File: config.mk
export PLATFORM = sky130hd
export DESIGN_NAME = sat_updown_counter
export DESIGN_NICKNAME = d
export VERILOG_FILES = /design/src/rtl/sat_updown_counter.sv
export SDC_FILE = /design/constraint.sdc
export NUM_CORES = 1
export LEC_CHECK = 0
export BUFFER_PORTS_ARGS = -buffer_cell sky130_fd_sc_hd__buf_2
export CAP_MARGIN = 20
export CORE_AREA = 5 5 42 44
export CTS_CLUSTER_SIZE = 24
export DETAILED_ROUTE_END_ITERATION = 16
export DIE_AREA = 0 0 47 49
export SLEW_MARGIN = 40
export SYNTH_ARGS = -nofsm -noshare
export SYNTH_HDL_FRONTEND = slang
export SYNTH_SLANG_ARGS = --single-unit
File: constraint.sdc
create_clock -name clk -period 1.5 [get_ports clk]
set_clock_uncertainty 0.05 [all_clocks]
set_input_delay 0.15 -clock clk [delete_from_list [all_inputs] [get_ports clk]]
set_output_delay 0.15 -clock clk [all_outputs]
set_load 0.05 [all_outputs]
File: src/rtl/sat_updown_counter.sv
module sat_updown_counter #(
  parameter int WIDTH = 4
) (
  input  logic             clk,
  input  logic             rst,
  input  logic             en,
  input  logic             clr,
  input  logic             load,
  input  logic [WIDTH-1:0] load_val,
  input  logic             dir_up,
  output logic [WIDTH-1:0] q,
  output logic [WIDTH-1:0] q_n
);

  localparam logic [WIDTH-1:0] CNT_MAX = {WIDTH{1'b1}};
  localparam logic [WIDTH-1:0] CNT_MIN = '0;

  logic [WIDTH-1:0] cnt;
  logic [WIDTH-1:0] step_val;
  logic             at_top;
  logic             at_bot;

  assign at_top = (cnt == CNT_MAX);
  assign at_bot = (cnt == CNT_MIN);

  always_comb begin
    if (dir_up) step_val = at_top ? cnt : cnt + 1'b1;
    else        step_val = at_bot ? cnt : cnt - 1'b1;
  end

  always_ff @(posedge clk) begin
    if (rst)       cnt <= CNT_MIN;
    else if (en) begin
      if (clr)       cnt <= CNT_MIN;
      else if (load) cnt <= load_val;
      else           cnt <= step_val;
    end
  end

  assign q   = cnt;
  assign q_n = ~cnt;


  reset_zero_chk: assert property (@(posedge clk) rst |=> q == CNT_MIN);


  clear_zero_chk: assert property (@(posedge clk) disable iff (rst)
    en && clr |=> q == CNT_MIN);


  load_take_chk: assert property (@(posedge clk) disable iff (rst)
    en && !clr && load |=> q == $past(load_val));


  inc_step_chk: assert property (@(posedge clk) disable iff (rst)
    en && !clr && !load && dir_up && q != CNT_MAX |=> q == $past(q) + 1'b1);


  top_sat_chk: assert property (@(posedge clk) disable iff (rst)
    en && !clr && !load && dir_up && q == CNT_MAX |=> q == CNT_MAX);


  dec_step_chk: assert property (@(posedge clk) disable iff (rst)
    en && !clr && !load && !dir_up && q != CNT_MIN |=> q == $past(q) - 1'b1);


  bot_sat_chk: assert property (@(posedge clk) disable iff (rst)
    en && !clr && !load && !dir_up && q == CNT_MIN |=> q == CNT_MIN);


  idle_hold_chk: assert property (@(posedge clk) disable iff (rst)
    !en |=> $stable(q));

endmodule

* After elaboration in Yosys (flattened, before gate mapping)
Cells that the tools add are included.
Storage, ports and cells: register bits after elaboration 4, latch bits 0, bits in writable memories 0, ROM bits 0, bits of input ports 10, output and inout port bits 8, logic and storage cells 14, memories kept 0
Operators by class: add/subtract/negate cells 2, multipliers 0, div/mod/pow operators 0, magnitude comparators 0, eq/ne operators 3, shift operators 0, multiplexer cells 5, bitwise gates (word level) 1, reductions and logical operators 2
Operators by type and width (count):
- 4-bit 2-to-1 mux | 5
- 4-bit != test (second input constant) | 2
- 4-bit by 1-bit adder with 4-bit output (second input constant) | 1
- 4-bit equality test (second input constant) | 1
- 4-bit zero test | 1
- 4-bit NOT | 1
- 4-bit by 1-bit subtractor with 4-bit output (second input constant) | 1
- 3-bit AND reduction | 1

* Depth between registers and ports, before layout
depth in word-level cells 5, gate-level depth with buffers 6, gate-level depth less buffers 6

* Worst setup path after synthesis
No wires, ideal clock.
path kind register to register, start register cnt[0], in the netlist q[0], end register cnt[1], in the netlist q[1], setup time 0.124 ns, data arrival time 1.676 ns, required time 1.326 ns, setup slack -0.349 ns, stages on the path, launching flop included 5, path buffers 0, period minus slack after synthesis 1.849 ns, cell sequence dfxtp_1 -> inv_1 -> a2bb2oi_1 -> o31a_1 -> o211ai_2
On the way: cells in the longest elaborated chain, start to end 5, elaborated cells between the ends (all ways) 12, those cells by class add/sub (2); eq/ne (3); mux (5); reduce/logical (2)
Ends and longest elaborated chain:
- from (decl) | RTL line 18 | logic [WIDTH-1:0] cnt;
- from (signal assigned) | RTL line 35 | else if (load) cnt <= load_val;
- from (signal assigned) | RTL line 36 | else cnt <= step_val;
- 4-bit by 1-bit subtractor with 4-bit output or 4-bit by 1-bit adder with 4-bit output (tied branches) | RTL line 28, 27
- 4-bit 2-to-1 mux, on equally long branches | RTL line 28, 27
- 4-bit 2-to-1 mux | RTL line 27 | if (dir_up) step_val = at_top ? cnt : cnt + 1'b1;
- 4-bit 2-to-1 mux | RTL line 35
- 4-bit 2-to-1 mux | RTL line 34 | if (clr) cnt <= CNT_MIN;
Parallel ways exist; a longest one is shown, timed or not. The select of a mux whose other input is x is not followed. A chain may end at the register's enable or synchronous reset.

* Worst setup path after layout
start register cnt[0], in the netlist q[0], end register cnt[2], in the netlist q[2]
The elaborated chain is that of the path after synthesis.

==> Flow_metrics.wiki <==
{| class="wikitable"
! Metric !! Value
|-
| Seq/Total Area, Yosys || between 20% and 30%
|-
| Number of cells on the worst reg-to-reg path || 5
|-
| FF-to-FF Start || q[0]
|-
| Number of buffers inserted by post-CTS setup repair || 0
|-
| Number of flip-flops under the largest register name || 4
|-
| Number of vias in the routed layout || 402
|-
| Fin crit period || between 1 and 1.5 ns
|-
| Unrepaired setup endpoints after global routing || no
|-
| Boundary pin count || 18
|-
| Count of endpoints failing hold in the final timing report || 0
|-
| Leak || roughly 0.24 nW
|-
| Class of the most critical hold timing path || primary input to flip-flop
|-
| Reported max-cap violation count || 0
|-
| Flops & latches, synth || 4
|-
| Max Clk Rate || ~730 MHz
|-
| Cell depth of the worst min-delay path || 2
|-
| Synth top area share || between 20% and 30%
|-
| Post-place instance area || between 500 and 600 um2
|-
| Endpoint of the worst hold-timing path || q[2]
|-
| Maximum number of pins on one net before global-route repair || 11
|-
| Cell types with the largest area share after synthesis || sky130_fd_sc_hd__dfxtp_1, sky130_fd_sc_hd__ha_1, sky130_fd_sc_hd__fa_1
|-
| Area of the die || roughly 2300 um2
|-
| First-iteration detailed-routing DRC count || 2
|-
| Average cell area after synthesis || ~8.3 um2
|-
| Endpoint of the worst register-to-register path || q[2]
|-
| Worst Path Class, Setup || flip-flop to flip-flop
|-
| Pre-CTS setup slack || between 0.03 and 0.04 ns
|-
| Maximum number of buffers from clock root to sink || 2
|-
| Count of inserted antenna diode cells || 0
|-
| Total Negative Setup Slacks || 0 ns
|-
| Post-route cell area || around 550 um2
|-
| P per Cell Area || 720 nW/um2
|-
| Global placement routability congestion || between 0.7 and 0.8
|-
| Count of mapped cells out of synthesis || 46
|-
| Input/output buffers || 17
|-
| Drt pass-1 iters || 4
|-
| Power consumption || about 0.40 mW
|-
| Startpoint Class || flip-flop
|-
| Clk sinks || 4
|-
| Aggregate routed wire length || 996 um
|-
| CP Max Fanout || 7
|-
| Number of distinct standard cells referenced by the synthesized netlist || 31
|-
| Global-route wire length before repair || between 1.5 and 2 mm
|-
| Largest area contributor in the synthesized netlist || sky130_fd_sc_hd__dfxtp_1
|-
| Worst slew margin relative to its limit || 77.4%
|-
| Final setup violation count || 0
|-
| Clock root cell || sky130_fd_sc_hd__clkbuf_4
|-
| Outcome || finished clean
|-
| Utilization after layout || between 30 and 40%
|-
| Most repeated cell in the gate-level netlist after synthesis || sky130_fd_sc_hd__inv_1
|-
| Cell area after technology mapping || between 300 and 400 um2
|-
| Count of unresolved DRC violations after routing || 0
|-
| Hold Path Origin || rst
|-
| Number of global-route vias before repair || about 400
|-
| Routed via count divided by cell count || 4.73
|-
| Final WS setup || about 0.13 ns
|-
| Effective utilization at floorplan || between 20% and 30%
|-
| Number of flops mapped to enable cells by yosys || 0
|-
| Max H-tree Level || 1
|-
| Nets || 83
|-
| Post-detailed-placement half-perimeter wirelength || between 800 and 900 um
|-
| Worst Path Required || between 1.5 and 2 ns
|-
| Syn_nets || 59
|-
| Setup slack of the worst register-to-register path || approximately 0.13 ns
|-
| Width of the die || roughly 47 um
|-
| Count of nets left with antenna violations after detail routing || 0
|-
| Clock tree from TritonCTS || built
|-
| Cts bufs inserted || 3
|-
| Aggregate global-route resource usage || around a tenth
|-
| Type of element capturing the critical path || flip-flop
|-
| Most frequently used flop master after synthesis || sky130_fd_sc_hd__dfxtp_1
|-
| Proportion of layout cells with a drive suffix above 1 || 49.3%
|-
| Antenna violations before repair || 0
|-
| Final Max Tran Viols || 0
|-
| Final clock period utilization by the worst path || between 90 and 100%
|-
| Worst ir drop on vdd || roughly 0.38 mV
|-
| Arrival time worst endpoint || between 1 and 1.5 ns
|-
| Remaining global-route overflow || 0
|-
| Placeable core region || ~1400 um2
|-
| Die H || just under 50 um
|-
| Slew at the pin closest to its max-slew limit || ~0.34 ns
|-
| Count of yosys warnings during synthesis || 0
|-
| Total number of placement rows || 14
|-
| Clock Pin Slew Worst Setup and Hold Paths || roughly 0.030 ns
|-
| Share of flip-flops with an asynchronous set or reset || 0%
|-
| Post-synthesis to final-layout area growth || 44.4%
|-
| Final routed wire length divided by cell count || roughly 12 um
|-
| Clock latency of the later-clocked register in the worst-skew pair || roughly 0.24 ns
|-
| Leading post-synthesis cells by instance count || sky130_fd_sc_hd__inv_1, sky130_fd_sc_hd__dfxtp_1, sky130_fd_sc_hd__nor2_1
|}
how the worst max path moves through the flow:
stage	start	end	slack, ns
global placement	dir_up	q[2]	0.09
CTS	q[0]	q[2]	0.08
floorplan	q[3]	q[1]	0.003
finish	q[0]	q[2]	0.13
global route	q[0]	q[2]	0.007
detailed placement	dir_up	q[2]	0.04
cell type report:
type | instances | area [um2]
Fill cell | 165 | 852
Clock buffer | 4 | 26.3
Multi-Input combinational cell | 36 | 277
Inverter | 5 | 26.3
Sequential cell | 4 | 92.6
Tap cell | 16 | 20.0
Timing Repair Buffer | 20 | 108
metal layers:
layer	routed length [um]	part of all wire (%)	global-route usage [%]
met5	0	0	0
met4	0	0	6.91
met3	47	4.7	1.85
met2	515	52	14.9
met1	433	43	12.3
report_power, final:
part           total [mW]  leakage (nW)  switching (mW)  internal [mW]
logic               0.131         0.188          0.0808         0.0499
registers           0.119        0.0353         0.00888          0.110
clock network       0.146        0.0150          0.0463          0.100
total               0.396         0.238           0.136          0.260
worst max-delay path, cell delays in order (launching register included):
cell                      delay (ns)
sky130_fd_sc_hd__dfxtp_4        0.37
sky130_fd_sc_hd__fa_2           0.36
sky130_fd_sc_hd__xnor2_1        0.14
sky130_fd_sc_hd__nor3_1         0.17
sky130_fd_sc_hd__nand2_1        0.08
sky130_fd_sc_hd__a21oi_1        0.13
through the flow:
stage | hold WS, ns | instances
6_report | 0.0784 | 85
5_1_grt | 0.0921 | 85
4_1_cts | 0.0725 | 85
3_5_place_dp | 0.317 | 81
3_3_place_gp | 0.314 | 81
2_1_floorplan | 0.162 | 46
cell usage in the layout (no fill, tap or decap):
cell type | synthesis | layout
sky130_fd_sc_hd__nand3b_1 | 1 | 1
sky130_fd_sc_hd__or3b_4 | 1 | 1
sky130_fd_sc_hd__nand3_1 | 1 | 1
sky130_fd_sc_hd__nor2b_1 | 1 | 1
sky130_fd_sc_hd__dfxtp_2 | 0 | 1
sky130_fd_sc_hd__a22oi_1 | 1 | 1
sky130_fd_sc_hd__nor4_2 | 1 | 1
sky130_fd_sc_hd__o31ai_1 | 1 | 1
sky130_fd_sc_hd__nand2_1 | 2 | 2
sky130_fd_sc_hd__dfxtp_4 | 0 | 3
sky130_fd_sc_hd__a21o_1 | 1 | 1
sky130_fd_sc_hd__nand4_1 | 1 | 1
sky130_fd_sc_hd__a31oi_1 | 1 | 1
sky130_fd_sc_hd__o22ai_1 | 1 | 1
sky130_fd_sc_hd__buf_2 | 0 | 17
sky130_fd_sc_hd__o21ai_1 | 1 | 1
sky130_fd_sc_hd__clkbuf_1 | 0 | 1
sky130_fd_sc_hd__nor2_1 | 3 | 3
sky130_fd_sc_hd__nor3_1 | 1 | 1
sky130_fd_sc_hd__o21ai_0 | 2 | 2
sky130_fd_sc_hd__nand4b_1 | 2 | 2
sky130_fd_sc_hd__a21oi_1 | 2 | 2
sky130_fd_sc_hd__xor2_1 | 1 | 1
sky130_fd_sc_hd__o21bai_1 | 1 | 1
sky130_fd_sc_hd__nand2b_1 | 1 | 1
sky130_fd_sc_hd__o31a_1 | 1 | 1
sky130_fd_sc_hd__buf_4 | 1 | 3
sky130_fd_sc_hd__clkinvlp_4 | 0 | 2
sky130_fd_sc_hd__clkbuf_4 | 0 | 3
sky130_fd_sc_hd__ha_1 | 2 | 2
sky130_fd_sc_hd__xnor2_1 | 2 | 2
sky130_fd_sc_hd__or2b_2 | 1 | 1
sky130_fd_sc_hd__fa_2 | 0 | 1
sky130_fd_sc_hd__o211ai_2 | 1 | 1
sky130_fd_sc_hd__a2bb2oi_1 | 1 | 1
sky130_fd_sc_hd__inv_1 | 5 | 3
logic make-up (layout without fill, tap and decap cells):
family,Yosys count,count (layout),share of synthesized area (%)
xor+xnor,3,3,6.91
simple gates,16,16,27.6
compound gates,14,14,25.7
flops,4,4,21.1
buf+inv,6,29,6.91
fa+ha+maj,3,3,11.8
what timing repair did:
action | in CTS | in global routing
endpoints found under the setup margin | 0 | 1
resized for setup | 0 | 1
hold buffers | 0 | 0
Power figures use the tool's default switching activity.
